$ cat src/rtl/fdc_pkg.sv
package fdc_pkg;
  localparam logic [1:0] ADR_CMD_STAT = 2'd0;
  localparam logic [1:0] ADR_TRACK    = 2'd1;
  localparam logic [1:0] ADR_SECTOR   = 2'd2;
  localparam logic [1:0] ADR_DATA     = 2'd3;

  localparam logic [3:0] OP_HOME = 4'h0;
  localparam logic [3:0] OP_GOTO = 4'h1;

  localparam int ST_BUSY_BIT = 0;
  localparam int ST_TRK0_BIT = 2;
  localparam int ST_SERR_BIT = 4;

  typedef enum logic [1:0] {
    SQ_IDLE  = 2'd0,
    SQ_DECIDE = 2'd1,
    SQ_MOVE  = 2'd2
  } seq_state_t;

  typedef enum logic [1:0] {
    PH_REST  = 2'd0,
    PH_PULSE = 2'd1,
    PH_GAP   = 2'd2
  } pulse_phase_t;

  typedef enum logic {
    MODE_HOME = 1'b0,
    MODE_GOTO = 1'b1
  } move_mode_t;
endpackage

$ cat src/rtl/fdc_regs.sv
module fdc_regs #(
  parameter int TW = 8
) (
  input  logic          clk,
  input  logic          rst_n,
  input  logic          host_wr,
  input  logic [1:0]    addr,
  input  logic [TW-1:0] wdata,
  input  logic          busy,
  input  logic          trk_inc,
  input  logic          trk_dec,
  input  logic          trk_clr,
  output logic [TW-1:0] track_q,
  output logic [TW-1:0] sector_q,
  output logic [TW-1:0] data_q
);
  import fdc_pkg::*;

  logic          wr_ok;
  logic          trk_en, sec_en, dat_en;
  logic [TW-1:0] track_d;

  assign wr_ok  = host_wr && !busy;
  assign sec_en = wr_ok && (addr == ADR_SECTOR);
  assign dat_en = wr_ok && (addr == ADR_DATA);

  always_comb begin
    trk_en  = 1'b0;
    track_d = track_q;
    if (trk_clr) begin
      trk_en  = 1'b1;
      track_d = '0;
    end else if (trk_inc) begin
      trk_en  = 1'b1;
      track_d = track_q + 1'b1;
    end else if (trk_dec) begin
      trk_en  = 1'b1;
      track_d = track_q - 1'b1;
    end else if (wr_ok && (addr == ADR_TRACK)) begin
      trk_en  = 1'b1;
      track_d = wdata;
    end
  end

  always_ff @(posedge clk or negedge rst_n) begin
    if (!rst_n) begin
      track_q <= '0;
    end else if (trk_en) begin
      track_q <= track_d;
    end
  end

  always_ff @(posedge clk or negedge rst_n) begin
    if (!rst_n) begin
      sector_q <= '0;
    end else if (sec_en) begin
      sector_q <= wdata;
    end
  end

  always_ff @(posedge clk or negedge rst_n) begin
    if (!rst_n) begin
      data_q <= '0;
    end else if (dat_en) begin
      data_q <= wdata;
    end
  end
endmodule

$ cat src/rtl/fdc_step_gen.sv
module fdc_step_gen #(
  parameter int PULSE_W  = 4,
  parameter int GAP_UNIT = 8,
  parameter int RATE_W   = 2
) (
  input  logic              clk,
  input  logic              rst_n,
  input  logic              start,
  input  logic [RATE_W-1:0] rate,
  output logic              step,
  output logic              done
);
  import fdc_pkg::*;

  localparam int MAX_GAP = GAP_UNIT * (2 ** RATE_W);
  localparam int MAX_LEN = (MAX_GAP > PULSE_W) ? MAX_GAP : PULSE_W;
  localparam int CW      = $clog2(MAX_LEN + 1);

  pulse_phase_t  phase_q, phase_d;
  logic [CW-1:0] cnt_q, cnt_d;
  logic [CW-1:0] gap_len;
  logic          cnt_zero;

  assign gap_len  = CW'((32'(rate) + 1) * GAP_UNIT);
  assign cnt_zero = (cnt_q == '0);

  always_comb begin
    phase_d = phase_q;
    cnt_d   = cnt_q;
    done    = 1'b0;
    unique case (phase_q)
      PH_REST: begin
        if (start) begin
          phase_d = PH_PULSE;
          cnt_d   = CW'(PULSE_W - 1);
        end
      end
      PH_PULSE: begin
        if (cnt_zero) begin
          phase_d = PH_GAP;
          cnt_d   = gap_len - 1'b1;
        end else begin
          cnt_d = cnt_q - 1'b1;
        end
      end
      PH_GAP: begin
        if (cnt_zero) begin
          phase_d = PH_REST;
          done    = 1'b1;
        end else begin
          cnt_d = cnt_q - 1'b1;
        end
      end
      default: phase_d = PH_REST;
    endcase
  end

  always_ff @(posedge clk or negedge rst_n) begin
    if (!rst_n) begin
      phase_q <= PH_REST;
      cnt_q   <= '0;
    end else begin
      phase_q <= phase_d;
      cnt_q   <= cnt_d;
    end
  end

  assign step = (phase_q == PH_PULSE);
endmodule

$ cat src/rtl/fdc_seq.sv
module fdc_seq #(
  parameter int TW          = 8,
  parameter int RATE_W      = 2,
  parameter int RESTORE_MAX = 255
) (
  input  logic              clk,
  input  logic              rst_n,
  input  logic              cmd_wr,
  input  logic [TW-1:0]     wdata,
  input  logic [TW-1:0]     track,
  input  logic [TW-1:0]     target,
  input  logic              trk0_s,
  input  logic              move_done,
  output logic              busy,
  output logic              serr,
  output logic              dir,
  output logic              start,
  output logic [RATE_W-1:0] rate,
  output logic              trk_inc,
  output logic              trk_dec,
  output logic              trk_clr
);
  import fdc_pkg::*;

  localparam int SCW = $clog2(RESTORE_MAX + 1);

  seq_state_t        state_q, state_d;
  move_mode_t        mode_q, mode_d;
  logic [RATE_W-1:0] rate_q, rate_d;
  logic [SCW-1:0]    nstep_q, nstep_d;
  logic              serr_q, serr_d;
  logic              dir_q, dir_d;
  logic [3:0]        op;
  logic              op_ok;

  assign op    = wdata[7:4];
  assign op_ok = (op == OP_HOME) || (op == OP_GOTO);

  always_comb begin
    state_d = state_q;
    mode_d  = mode_q;
    rate_d  = rate_q;
    nstep_d = nstep_q;
    serr_d  = serr_q;
    dir_d   = dir_q;
    start   = 1'b0;
    trk_inc = 1'b0;
    trk_dec = 1'b0;
    trk_clr = 1'b0;
    unique case (state_q)
      SQ_IDLE: begin
        if (cmd_wr && op_ok) begin
          state_d = SQ_DECIDE;
          mode_d  = (op == OP_GOTO) ? MODE_GOTO : MODE_HOME;
          rate_d  = wdata[RATE_W-1:0];
          nstep_d = '0;
          serr_d  = 1'b0;
        end
      end
      SQ_DECIDE: begin
        if (mode_q == MODE_HOME) begin
          if (trk0_s) begin
            trk_clr = 1'b1;
            state_d = SQ_IDLE;
          end else if (nstep_q == SCW'(RESTORE_MAX)) begin
            serr_d  = 1'b1;
            state_d = SQ_IDLE;
          end else begin
            start   = 1'b1;
            dir_d   = 1'b0;
            nstep_d = nstep_q + 1'b1;
            state_d = SQ_MOVE;
          end
        end else begin
          if (track == target) begin
            state_d = SQ_IDLE;
          end else begin
            start   = 1'b1;
            dir_d   = (target > track);
            trk_inc = (target > track);
            trk_dec = (target < track);
            state_d = SQ_MOVE;
          end
        end
      end
      SQ_MOVE: begin
        if (move_done) begin
          state_d = SQ_DECIDE;
        end
      end
      default: state_d = SQ_IDLE;
    endcase
  end

  always_ff @(posedge clk or negedge rst_n) begin
    if (!rst_n) begin
      state_q <= SQ_IDLE;
      mode_q  <= MODE_HOME;
      rate_q  <= '0;
      nstep_q <= '0;
      serr_q  <= 1'b0;
      dir_q   <= 1'b0;
    end else begin
      state_q <= state_d;
      mode_q  <= mode_d;
      rate_q  <= rate_d;
      nstep_q <= nstep_d;
      serr_q  <= serr_d;
      dir_q   <= dir_d;
    end
  end

  assign busy = (state_q != SQ_IDLE);
  assign serr = serr_q;
  assign dir  = dir_q;
  assign rate = rate_q;
endmodule

$ cat src/rtl/fdc_head_seq.sv
module fdc_head_seq #(
  parameter int TW          = 8,
  parameter int PULSE_W     = 4,
  parameter int GAP_UNIT    = 8,
  parameter int RATE_W      = 2,
  parameter int RESTORE_MAX = 255
) (
  input  logic          clk,
  input  logic          rst_n,
  input  logic          cs,
  input  logic          rd,
  input  logic          wr,
  input  logic [1:0]    addr,
  input  logic [TW-1:0] wdata,
  output logic [TW-1:0] rdata,
  input  logic          trk0,
  output logic          step,
  output logic          dir
);
  import fdc_pkg::*;

  logic              rst_meta_n, rst_sync_n;
  logic              trk0_meta, trk0_s;
  logic              host_wr, cmd_wr, trk_wr;
  logic              busy, serr, start, move_done;
  logic              trk_inc, trk_dec, trk_clr;
  logic [RATE_W-1:0] rate;
  logic [TW-1:0]     track_q, sector_q, data_q;
  logic [TW-1:0]     status;

  always_ff @(posedge clk or negedge rst_n) begin
    if (!rst_n) begin
      rst_meta_n <= 1'b0;
      rst_sync_n <= 1'b0;
    end else begin
      rst_meta_n <= 1'b1;
      rst_sync_n <= rst_meta_n;
    end
  end

  always_ff @(posedge clk or negedge rst_sync_n) begin
    if (!rst_sync_n) begin
      trk0_meta <= 1'b0;
      trk0_s    <= 1'b0;
    end else begin
      trk0_meta <= trk0;
      trk0_s    <= trk0_meta;
    end
  end

  assign host_wr = cs && wr;
  assign cmd_wr  = host_wr && (addr == ADR_CMD_STAT);
  assign trk_wr  = host_wr && (addr == ADR_TRACK);

  fdc_regs #(.TW(TW)) u_regs (
    .clk      (clk),
    .rst_n    (rst_sync_n),
    .host_wr  (host_wr),
    .addr     (addr),
    .wdata    (wdata),
    .busy     (busy),
    .trk_inc  (trk_inc),
    .trk_dec  (trk_dec),
    .trk_clr  (trk_clr),
    .track_q  (track_q),
    .sector_q (sector_q),
    .data_q   (data_q)
  );

  fdc_seq #(
    .TW          (TW),
    .RATE_W      (RATE_W),
    .RESTORE_MAX (RESTORE_MAX)
  ) u_seq (
    .clk       (clk),
    .rst_n     (rst_sync_n),
    .cmd_wr    (cmd_wr),
    .wdata     (wdata),
    .track     (track_q),
    .target    (data_q),
    .trk0_s    (trk0_s),
    .move_done (move_done),
    .busy      (busy),
    .serr      (serr),
    .dir       (dir),
    .start     (start),
    .rate      (rate),
    .trk_inc   (trk_inc),
    .trk_dec   (trk_dec),
    .trk_clr   (trk_clr)
  );

  fdc_step_gen #(
    .PULSE_W  (PULSE_W),
    .GAP_UNIT (GAP_UNIT),
    .RATE_W   (RATE_W)
  ) u_step (
    .clk   (clk),
    .rst_n (rst_sync_n),
    .start (start),
    .rate  (rate),
    .step  (step),
    .done  (move_done)
  );

  always_comb begin
    status              = '0;
    status[ST_BUSY_BIT] = busy;
    status[ST_TRK0_BIT] = trk0_s && !busy;
    status[ST_SERR_BIT] = serr;
  end

  always_comb begin
    rdata = '0;
    if (cs && rd) begin
      unique case (addr)
        ADR_CMD_STAT: rdata = status;
        ADR_TRACK:    rdata = track_q;
        ADR_SECTOR:   rdata = sector_q;
        ADR_DATA:     rdata = data_q;
        default:      rdata = '0;
      endcase
    end
  end
endmodule

$ cat config.mk
export PLATFORM = sky130hd
export DESIGN_NAME = fdc_head_seq
export DESIGN_NICKNAME = d
export VERILOG_FILES = /design/src/rtl/fdc_pkg.sv /design/src/rtl/fdc_regs.sv /design/src/rtl/fdc_step_gen.sv /design/src/rtl/fdc_seq.sv /design/src/rtl/fdc_head_seq.sv
export SDC_FILE = /design/constraint.sdc
export NUM_CORES = 1
export LEC_CHECK = 0
export ABC_AREA = 0
export CORE_MARGIN = 3
export CORE_UTILIZATION = 60
export DETAILED_ROUTE_END_ITERATION = 10
export PLACE_DENSITY = 0.84
export SLEW_MARGIN = 40
export SYNTH_ARGS = -nofsm -noshare
export SYNTH_HDL_FRONTEND = slang
export SYNTH_SLANG_ARGS = --single-unit
$ cat constraint.sdc
create_clock -name clk -period 3.7 [get_ports clk]
set_clock_uncertainty 0.05 [all_clocks]
set_input_delay 0.37 -clock clk [delete_from_list [all_inputs] [get_ports clk]]
set_output_delay 0.37 -clock clk [all_outputs]
set_load 0.005 [all_outputs]
### Word-level counts from Yosys, hierarchy flattened

Cells that the tools add are included.

| cells by class | value |
|---|---|
| $add $sub $neg | 6 |
| $lt $le $gt $ge | 2 |
| eq/ne operators | 23 |
| multiplexer cells | 56 |
| reduce and logical (&&, ||, !) cells | 28 |

Operators by type and width:

| operator | count |
|---|---|
| 8-bit two-way mux | 9 |
| 8-bit case mux with 4 select lines | 1 |
| 1-bit two-way mux | 29 |
| 2-bit two-way mux | 9 |
| 6-bit two-way mux | 3 |
| 6-bit case mux with 3 select lines | 1 |
| 8-bit by 1-bit adder with 8-bit output (second input constant) | 2 |
| 8-bit case mux with 2 select lines | 1 |
| 2-bit != test (second input constant) | 7 |
| 2-bit by 1-bit != test with 1-bit output (second input constant) | 6 |
| 2-bit case mux with 3 select lines | 2 |
| 6-bit by 1-bit subtractor with 6-bit output (second input constant) | 2 |
| 5-bit AND reduction | 2 |
| 1-bit logical AND | 9 |
| 2-bit == test (second input constant) | 4 |
| 8-bit == test | 1 |
| 8-bit == test (second input constant) | 1 |
| 8-bit greater-than comparator | 1 |
| 8-bit < comparator | 1 |
| 8-bit by 1-bit subtractor with 8-bit output (second input constant) | 1 |
| 2-bit by 1-bit == test with 1-bit output (second input constant) | 3 |
| 2-bit zero test | 3 |
| 6-bit zero test | 1 |
| 2-bit AND reduction | 3 |
| other kinds (11) | 13 |

| word-level totals | value |
|---|---|
| bits in registers | 51 |
| input port bits | 16 |
| word-level logic and storage cells | 130 |

### Logic depth before layout (Yosys ltp)

Gate-level depths: netlist of run 1.

| depth | value |
|---|---|
| depth in word-level cells | 9 |
| mapped depth | 10 |
| depth with buffers taken out | 9 |

### Modules after synthesis

Synthesis of run 1 repeated with hierarchy kept, for this count alone.

| second synthesis, totals | value |
|---|---|
| cell total of the unflattened synthesis | 335 |
| area, all modules | 3348.2 sq um |

By module, submodules not included:

| module | instances | cells each | area an instance (sq um) |
|---|---|---|---|
| fdc_regs | 1 | 125 | 1358.8 |
| fdc_seq | 1 | 105 | 1002.2 |
| fdc_step_gen | 1 | 71 | 620.6 |
| fdc_head_seq | 1 | 34 | 366.6 |

### Worst setup path before layout of run 1

OpenSTA, ideal clock, no wires.

| timing | value |
|---|---|
| kind | register to register |
| start | register u_regs.track_q[1] |
| end | register u_regs.track_q[6] |
| data arrival time | 2191 ps |
| data required time | 3515 ps |
| slack | 1324 ps |
| stages on the path, launching flop included | 11 |
| path buffers | 1 |
| period minus slack after synthesis | 2376 ps |
| cell sequence | dfrtp_1 inv_1 ha_1 nor2b_1 o211ai_1 a21oi_1 or2_1 buf_2 o32ai_1 mux2i_1 o311ai_1 |

| on the way | value |
|---|---|
| longest elaborated chain between the ends | 8 |
| elaborated cells on any way between the ends | 19 |

RTL lines:

| item | RTL line | source |
|---|---|---|
| start, declared | fdc_regs.sv:13 | `output logic [TW-1:0] track_q,` |
| start signal, assigned | fdc_regs.sv:49 | `track_q <= track_d;` |
| 8-bit < comparator or 8-bit == test (tied branches) | fdc_seq.sv:81, fdc_seq.sv:75 |  |
| 1-bit two-way mux | fdc_seq.sv:75 | `if (track == target) begin` |
| 1-bit two-way mux | fdc_seq.sv:61 | `if (mode_q == MODE_HOME) begin` |
| 1-bit two-way mux | fdc_seq.sv:50 | `unique case (state_q)` |
| 1-bit two-way mux | fdc_regs.sv:36 | `end else if (trk_dec) begin` |
| 1-bit two-way mux | fdc_regs.sv:33 | `end else if (trk_inc) begin` |
| 1-bit two-way mux | fdc_regs.sv:30 | `if (trk_clr) begin` |
| 2-bit AND reduction (no source line) | -- |  |

Parallel ways exist; a longest one is shown, timed or not.
A chain may end at the register's enable or synchronous reset.

### Worst setup path in the final report of run 1

| timing | value |
|---|---|
| start | input addr[0] |
| end | output rdata[3] |

| on the way | value |
|---|---|
| longest elaborated chain between the ends | 3 |
| elaborated cells on any way between the ends | 6 |

RTL lines:

| item | RTL line | source |
|---|---|---|
| start, declared | fdc_head_seq.sv:13 | `input logic [1:0] addr,` |
| 2-bit == test, or another cell as far along | fdc_head_seq.sv:116 | `unique case (addr)` |
| 8-bit case mux with 4 select lines * | fdc_head_seq.sv:116 |  |
| 8-bit two-way mux * | fdc_head_seq.sv:115 | `if (cs && rd) begin` |
| end, declared | fdc_head_seq.sv:15 | `output logic [TW-1:0] rdata,` |

Mark *: on every way between the ends. The rest lies on a longest branch, timed or not.

==> impl_metrics.yaml, run 1 <==
clock_tree:
  post_cts_buffers: 0
  cts_resized: 0
  cts_tree: "built"
  clockRootBuffer: "clkbuf_8"
  clkTransAtPathRegs_ns: 0.09
  clk_latency_ns: 0.31
  ctsHoldBuffers: 0
  cts_buffer_depth: 2
  cts-htree-levels: 2
  cts_num_sinks: 51
  cts_inserted_buffers: 5
power_and_ir_drop:
  finalPower_uw: 1870
  pwr-share-seq_pct: 43.4
  p_leak_uw: 0.00154
  power_density_mw_per_mm2: 528
  p_sw_uw: 676
  p_sw_share_pct: 36.1
  internal_power_uw: 1200
  p_clk_share_pct: 22.3
  ir_worst_vdd_v: 0.000343
  p_comb_share_pct: 34.3
global_route:
  grt_overflow: 0
  grt_pass1_vias: 2519
  grt_antenna_before_repair: 0
  track_usage_pct: 24.5
  grt_max_degree: 50
  grt_pass1_wl_um: 11900
route:
  drtPass1Iterations: 5
  drt_iter0_drc: 241
  wire_per_inst_um: 16.3
  num_vias: 2560
  antenna_left: 0
  via_per_inst: 6.04
  wl_um: 6890
  route.detailed.drc: 0
place:
  io_buffers: 25
  dpl_cell_area_mm2: 0.00343
  hpwl_um: 4940
  gp_congestion: 0.900
  pre_cts_ws_ns: 0.863
synthesis:
  synth_edf_count: 0
  ys_seq_area_share_pct: 41.1
  synthArstFlopShare_pct: 100
  postSynthCellCount: 331
  synth_cell_type_count: 46
  synth_nets: 366
  netlist_top_cells_area: "dfrtp_1 (41%), mux2_2 (8.0%), ha_1 (7.7%)"
  synth_top_cell_area_share_pct: 41.1
  ys_warn_count: 0
  synth_top_cell_by_area: "dfrtp_1"
  synth_ff_type: "dfrtp_1"
  synthesis.area_mm2: 0.00310
  ys_ff_latch: 51
  avgSynthCellArea_um2: 9.37
worst_setup_path:
  reg2reg_to: "u_step.cnt_q[5]"
  timing.rr.start: "u_regs.track_q[4]"
  startpoint_type: "primary input"
  critPathKind: "in2out"
  endpoint_kind: "primary output"
  worstRegToRegCells: 9
  worstPathArrival_ns: 2.45
  rrSetupSlack_ns: 1.00
  required_ns: 3.28
  crit_fanout: 11
floorplan:
  ioPinCount: 26
  die_w_um: 77.9
  rows: 25
  initial_core_util_pct: 64.0
  die_y_um: 77.9
  die_area_mm2: 0.00607
  core_area_mm2: 0.00485
sta:
  fin_crit_ns: 2.87
  period_share_pct: 77.7
  maxSlewViolCount: 0
  relSlewSlack_pct: 57.2
  rsz0062_at_grt: "false"
  setup_tns_ns: 0
  max_freq_mhz: 348
  setup_ws_ns: 0.827
  setup_viol: 0
  finalHoldViolCount: 0
  max_slew.worst_pin.slew_ns: 0.642
finish:
  final_area_mm2: 0.00355
  fin_util_pct: 73.2
  diodes: 0
  drive_above_1_share_pct: 11.2
  final_nets: 391
  area_growth_pct: 14.4
  layout_common_cells: "dfrtp_1 (50), nor2_1 (43), nand2_1 (34)"
  final_common_cell: "dfrtp_1"
hold_path:
  min-delay-path-class: "in2async"
job:
  max_cap_viol_count: 0
run_status:
  outcome: "finished clean"
[power groups by stage]
stage / combinational, uW / clock (uW) / sequential [uW]
after floorplan: 494 / 0 / 781
after global routing: 717 / 446 / 833
after CTS: 638 / 425 / 811
after global placement: 603 / 0 / 813
after detailed placement: 632 / 0 / 821
final: 642 / 418 / 812
[cells by family after synthesis]
kind of cell             after synthesis  share of synthesized area (%)
buffers and inverters                 29                           3.59
adder cells (fa/ha/maj)               19                           7.66
multiplexers                          32                           11.7
other                                  1                          0.121
XOR/XNOR                              12                           3.39
AO/OA/AOI/OAI                         64                           13.1
AND/OR/NAND/NOR                      123                           19.4
flip-flops                            51                           41.1
[state kept, by name, summed over array words and instances (netlist names), 2 cells and up]
register / cells
u_seq.nstep_q: 8
u_regs.data_q: 8
u_step.cnt_q: 6
u_regs.track_q: 8
u_regs.sector_q: 8
u_seq.rate: 2
u_seq.state_q: 2
u_step.phase_q: 2
[cell type report]
type | count | area, um2
Multi-Input combinational cell | 251 | 1720
Fill cell | 349 | 1300
Sequential cell | 51 | 1280
Timing Repair Buffer | 29 | 280
Tap cell | 67 | 83.8
Clock buffer | 6 | 82.6
Inverter | 18 | 67.6
Clock inverter | 2 | 38.8
[critical path: stages]
cell and delay, ns:
clkdlybuf4s50_1 0.76, nor2b_1 0.52, a22oi_1 0.17, nor2_1 0.12
clkdlybuf4s50_1 0.51
[metrics by stage]
step                      std cells  hold slack, ns
after floorplan                 331          0.0244
final                           424           0.161
after global placement          416           0.287
after CTS                       424           0.156
after detailed placement        416           0.288
after global routing            424           0.149
[routing by layer]
metal | global-route usage (%) | up-vias | wire, um
li1 | - | 1214 | -
met1 | 34.3 | 1232 | 3180
met2 | 39.0 | 101 | 3220
met3 | 3.94 | 13 | 370
met4 | 8.04 | 0 | 124
met5 | 0 | - | 0
[cells in the mapped netlist, types with 2 or more instances]
| cell | instances |
|---|---|
| nand2b_1 | 2 |
| ha_1 | 19 |
| buf_2 | 2 |
| xnor2_1 | 6 |
| nand4_1 | 5 |
| a31oi_1 | 2 |
| a21oi_1 | 16 |
| and3_1 | 3 |
| or4_1 | 2 |
| nor4_4 | 2 |
| dfrtp_1 | 51 |
| o211ai_1 | 4 |
| a221o_1 | 2 |
| nand3b_1 | 3 |
| a22oi_1 | 6 |
| nor3_1 | 5 |
| clkbuf_1 | 8 |
| nor2b_1 | 4 |
| a211oi_1 | 4 |
| o22ai_1 | 2 |
| nand3_1 | 12 |
| mux2_2 | 22 |
| xor2_1 | 6 |
| nor2_1 | 43 |
| o21ai_1 | 8 |
| and2_1 | 2 |
| inv_1 | 17 |
| o21ai_0 | 9 |
| o2111ai_1 | 2 |
| a21o_1 | 2 |
| or2_1 | 3 |
| mux2i_1 | 8 |
| o311ai_1 | 3 |
| nand2_1 | 34 |
[how the worst max path moves through the flow]
stage | from | end | slack, ns | cells past startpoint
2_1_floorplan | u_regs.track_q[1] | u_regs.track_q[6] | 1.32 | 10
3_3_place_gp | addr[0] | rdata[1] | 0.92 | 5
3_5_place_dp | addr[0] | rdata[3] | 0.86 | 5
4_1_cts | addr[0] | rdata[3] | 0.86 | 5
5_1_grt | addr[1] | rdata[3] | 0.69 | 5
6_report | addr[0] | rdata[3] | 0.83 | 5
Note: power is estimated with default switching activity, not from simulation.
==> run 2, diff against run 1 <==
--- a/config.mk
+++ b/config.mk
@@ -7,9 +7,9 @@
 export LEC_CHECK = 0
 export ABC_AREA = 0
 export CORE_MARGIN = 3
-export CORE_UTILIZATION = 60
+export CORE_UTILIZATION = 58
 export DETAILED_ROUTE_END_ITERATION = 10
-export PLACE_DENSITY = 0.84
+export PLACE_DENSITY = 0.82
 export SLEW_MARGIN = 40
 export SYNTH_ARGS = -nofsm -noshare
 export SYNTH_HDL_FRONTEND = slang
==> constraint.sdc (replaced) <==
create_clock -name clk -period 2.8 [get_ports clk]
set_clock_uncertainty 0.05 [all_clocks]
set_input_delay 0.28 -clock clk [delete_from_list [all_inputs] [get_ports clk]]
set_output_delay 0.28 -clock clk [all_outputs]
set_load 0.005 [all_outputs]
==> run 2 against run 1 <==
  * Wire length rose by 3.2%
  * Total power increased by 33%
  * First-iteration DRC count rose by 19%
  * Non-clock buffer count is 7 higher
  * Worst setup slack got worse by 0.60 ns
  * Utilization down 0.33 points
  * Count of clock-buffer cells in the layout unchanged
  * Via count is 0.43% higher
  * Combinational power is 36% higher
  * Critical path type is now reg2reg
==> impl_metrics.yaml, run 2 (synthesized netlist as in run 1, its figures left out) <==
sta:
  setup_ws_ns: 0.228
  max_slew.worst_pin.slew_ns: 0.637
  maxSlewViolCount: 0
  period_share_pct: 91.9
  setup_tns_ns: 0
  rsz0062_at_grt: "false"
  fin_crit_ns: 2.57
  max_freq_mhz: 389
  relSlewSlack_pct: 57.6
  setup_viol: 0
  finalHoldViolCount: 0
global_route:
  grt_overflow: 0
  grt_pass1_vias: 2574
  grt_pass1_wl_um: 12200
  grt_antenna_before_repair: 0
  track_usage_pct: 25.2
  grt_max_degree: 50
worst_setup_path:
  worstPathArrival_ns: 2.71
  required_ns: 2.94
  critPathKind: "reg2reg"
  startpoint_type: "register"
  crit_fanout: 8
  endpoint_kind: "register"
finish:
  area_growth_pct: 16.0
  final_nets: 398
  diodes: 0
  fin_util_pct: 72.9
  final_area_mm2: 0.00360
  layout_common_cells: "dfrtp_1 (50), nor2_1 (43), nand2_1 (34)"
  drive_above_1_share_pct: 12.9
  final_common_cell: "dfrtp_1"
clock_tree:
  cts_buffer_depth: 2
  cts_inserted_buffers: 5
  cts_num_sinks: 51
  cts-htree-levels: 2
  ctsHoldBuffers: 0
  post_cts_buffers: 0
  clockRootBuffer: "clkbuf_8"
  clkTransAtPathRegs_ns: 0.09
  cts_resized: 0
  cts_tree: "built"
  clk_latency_ns: 0.31
route:
  drt_iter0_drc: 287
  via_per_inst: 5.97
  wl_um: 7110
  antenna_left: 0
  num_vias: 2571
  wire_per_inst_um: 16.5
  drtPass1Iterations: 5
  route.detailed.drc: 0
place:
  pre_cts_ws_ns: 0.284
  dpl_cell_area_mm2: 0.00348
  gp_congestion: 0.950
  hpwl_um: 5340
  io_buffers: 25
floorplan:
  initial_core_util_pct: 62.8
  die_area_mm2: 0.00626
  die_w_um: 79.1
  rows: 25
  die_y_um: 79.1
  core_area_mm2: 0.00494
  ioPinCount: 26
power_and_ir_drop:
  finalPower_uw: 2490
  p_leak_uw: 0.00157
  ir_worst_vdd_v: 0.000453
  power_density_mw_per_mm2: 691
run_status:
  outcome: "finished clean"
hold_path:
  min-delay-path-class: "in2async"
job:
  max_cap_viol_count: 0
run 2: worst paths after layout:
path	cells past startpoint	start	slack, ns	endpoint
worst max-delay path	8	u_regs.track_q[3]	0.23	u_regs.track_q[6]
worst min-delay path	1	rst_n	0.08	rst_sync_n
worst max register to register	8	u_regs.track_q[3]	0.23	u_regs.track_q[6]
worst min register to register	0	rst_sync_n	0.31	u_regs.sector_q[2]
max in group asynchronous	0	rst_sync_n	1.97	u_regs.data_q[5]
min in group clk	0	trk0_meta	0.31	trk0_s
run 2: critical path, stage by stage (launching register included):
cell      delay, ns
dfrtp_1        0.44
inv_1          0.16
ha_1           0.37
a21oi_1        0.20
a21oi_1        0.16
or2_1          0.37
o32ai_1        0.36
mux2i_1        0.22
o311ai_1       0.11
run 2: power by group:
group / total, uW / internal (uW) / leakage (uW) / switching [uW]
clock: 548 / 294 / 0.0000618 / 254
sequential: 1070 / 901 / 0.000615 / 167
combinational: 871 / 396 / 0.000895 / 475
run 2: final cells by class:
cell class / count / area [um2]
Inverter: 18 / 67.6
Clock inverter: 2 / 38.8
Fill cell: 393 / 1340
Multi-Input combinational cell: 251 / 1720
Tap cell: 67 / 83.8
Timing Repair Buffer: 36 / 333
Clock buffer: 6 / 82.6
Sequential cell: 51 / 1280
run 2: through the flow:
| stage | hold WS, ns | cells |
|---|---|---|
| floorplan | -0.0656 | 331 |
| global placement | 0.283 | 423 |
| detailed placement | 0.292 | 423 |
| CTS | 0.0718 | 431 |
| global route | 0.0577 | 431 |
| finish | 0.0758 | 431 |
run 2: layer usage:
metal  routed length, um  part of all wire [%]  global-route usage (%)  vias to the layer above
met3                 345                   4.9                    4.42                       17
met1                3300                    46                    34.8                     1232
li1                    -                     -                       -                     1229
met2                3290                    46                    39.7                       93
met4                 175                   2.5                    9.62                        0
met5                   0                     0                       0                        -
==> run 3, diff against run 2 <==
--- a/config.mk
+++ b/config.mk
@@ -6,10 +6,12 @@
 export NUM_CORES = 1
 export LEC_CHECK = 0
 export ABC_AREA = 0
+export CAP_MARGIN = 20
 export CORE_MARGIN = 3
 export CORE_UTILIZATION = 58
 export DETAILED_ROUTE_END_ITERATION = 10
 export PLACE_DENSITY = 0.82
+export RECOVER_POWER = 100
 export SLEW_MARGIN = 40
 export SYNTH_ARGS = -nofsm -noshare
 export SYNTH_HDL_FRONTEND = slang
==> run 3 against run 2 <==
  * The run now ends with max-capacitance violations, max-slew violations left
  * Count of clock-buffer cells in the layout is the same
  * Non-clock buffer count is the same
  * Via count shrank 1.1%
  * Combinational power shrank 0.9%
  * Worst setup slack lost 0.035 ns
  * Sequential cell count is the same
  * Sequential share of layout area grew 0.069 points
  * Global-route usage is the same
  * Hold slack gained 0.070 ns
  * Clock power is essentially flat
  * First-iteration DRC count shrank 24%
  * Critical path type is now in2out
  * Highest routed layer unchanged
==> impl_metrics.yaml, run 3 (synthesized netlist as in run 1, its figures left out) <==
run_status:
  outcome: "finished, violations left"
  violations: "max-capacitance violations, max-slew violations"
sta:
  rsz0062_at_grt: "false"
  setup_tns_ns: 0
  holdWs_ns: 0.146
  relSlewSlack_pct: -31.2
  max_freq_mhz: 384
  finalHoldViolCount: 0
  period_share_pct: 93.1
  max_slew.worst_pin.slew_ns: 1.97
  maxSlewViolCount: 50
  fin_crit_ns: 2.61
  setup_viol: 0
route:
  wl_um: 7130
  num_vias: 2543
  drtPass1Iterations: 4
  via_per_inst: 5.90
  wire_per_inst_um: 16.5
  route.detailed.drc: 0
  drt_iter0_drc: 218
  antenna_left: 0
clock_tree:
  cts_tree: "built"
  cts-htree-levels: 2
  clkTransAtPathRegs_ns: 0.09
  cts_resized: 0
  clk_latency_ns: 0.31
  cts_buffer_depth: 2
  ctsHoldBuffers: 0
  clockRootBuffer: "clkbuf_8"
  cts_inserted_buffers: 5
  cts_num_sinks: 51
  post_cts_buffers: 0
worst_setup_path:
  cp_num_buf_inv: 3
  critPathKind: "in2out"
  rrSetupSlack_ns: 0.22
  worstPathArrival_ns: 2.28
  endpoint_kind: "primary output"
  timing.rr.start: "u_regs.track_q[3]"
  path_delay_family: "buffers and inverters"
  slowest_stage: "dlygate4sd3_1"
  reg2reg_to: "u_regs.track_q[6]"
  crit_fanout: 7
  required_ns: 2.47
  worstRegToRegCells: 8
  path_cells: "dlygate4sd3_1 > clkbuf_2 > mux2_2 > a22oi_1 > nor2_1 > clkdlybuf4s50_1"
  startpoint_type: "primary input"
  cpPeakStageDelay_ns: 0.74
power_and_ir_drop:
  finalPower_uw: 2480
  p_leak_uw: 0.00158
  ir_worst_vdd_v: 0.000450
  power_density_mw_per_mm2: 691
finish:
  final_common_cell: "dfrtp_1"
  finalNonFillerCells: 431
  area_growth_pct: 15.5
  final_nets: 398
  final_area_mm2: 0.00358
  nFillCells: 397
  drive_above_1_share_pct: 11.8
  diodes: 0
  layout_common_cells: "dfrtp_1 (51), nor2_1 (43), nand2_1 (34)"
floorplan:
  die_area_mm2: 0.00626
  rows: 25
  die_y_um: 79.1
  core_area_mm2: 0.00494
  initial_core_util_pct: 62.8
  ioPinCount: 26
  die_w_um: 79.1
place:
  dpl_cell_area_mm2: 0.00348
  hpwl_um: 5340
  io_buffers: 25
  gp_congestion: 0.950
  place_inst: 423
global_route:
  grt_antenna_before_repair: 0
  grt_max_degree: 50
  grt_overflow: 0
  grt_pass1_wl_um: 12200
  track_usage_pct: 25.2
  grt_pass1_vias: 2574
job:
  max_cap_viol_count: 1
hold_path:
  min-delay-path-class: "in2async"
run 3: changes by cell type in the layout (fill, tap and decap cells not counted), sizes merged:
cell,previous run,this run
buf,11,7
clkdlybuf4s50,25,17
dlygate4sd3,0,8
clkbuf,6,10
run 3: area by class of cell:
cell class / count / area (um2) / share of cell area, %
multi-input cells: 251 / 1720 / 47.9
flip-flops and latches: 51 / 1280 / 35.6
repair buffers: 36 / 319 / 8.90
well taps: 67 / 83.8 / 2.34
clock buffers: 6 / 82.6 / 2.30
inverters: 18 / 67.6 / 1.89
clock inverters: 2 / 38.8 / 1.08
run 3: per-stage QoR:
step | util, % | setup WS (ns)
floorplan | - | 0.424
global placement | 70.4 | 0.338
detailed placement | 70.4 | 0.284
CTS | 72.9 | 0.256
global route | 72.5 | 0.0399
finish | 72.5 | 0.193
run 3: worst max path at each step:
stage | to | startpoint | slack [ns] | cells after the start
finish | rdata[3] | addr[0] | 0.19 | 6
global placement | u_regs.track_q[6] | u_regs.track_q[1] | 0.34 | 9
floorplan | u_regs.track_q[6] | u_regs.track_q[1] | 0.42 | 10
detailed placement | u_regs.track_q[6] | u_regs.track_q[1] | 0.28 | 9
CTS | u_regs.track_q[6] | u_regs.track_q[1] | 0.26 | 9
global route | u_regs.track_q[6] | u_regs.track_q[1] | 0.04 | 9
run 3: per-layer routing:
layer	track usage (%)	part of all wire, %
met1	34.8	47
met2	39.7	47
met3	4.42	4.3
met4	9.62	2.0
met5	0	0
run 3: report_power, final:
group          switching, uW  internal (uW)
Sequential               167            900
Combinational            474            390
Clock                    253            294
Total                    893           1580
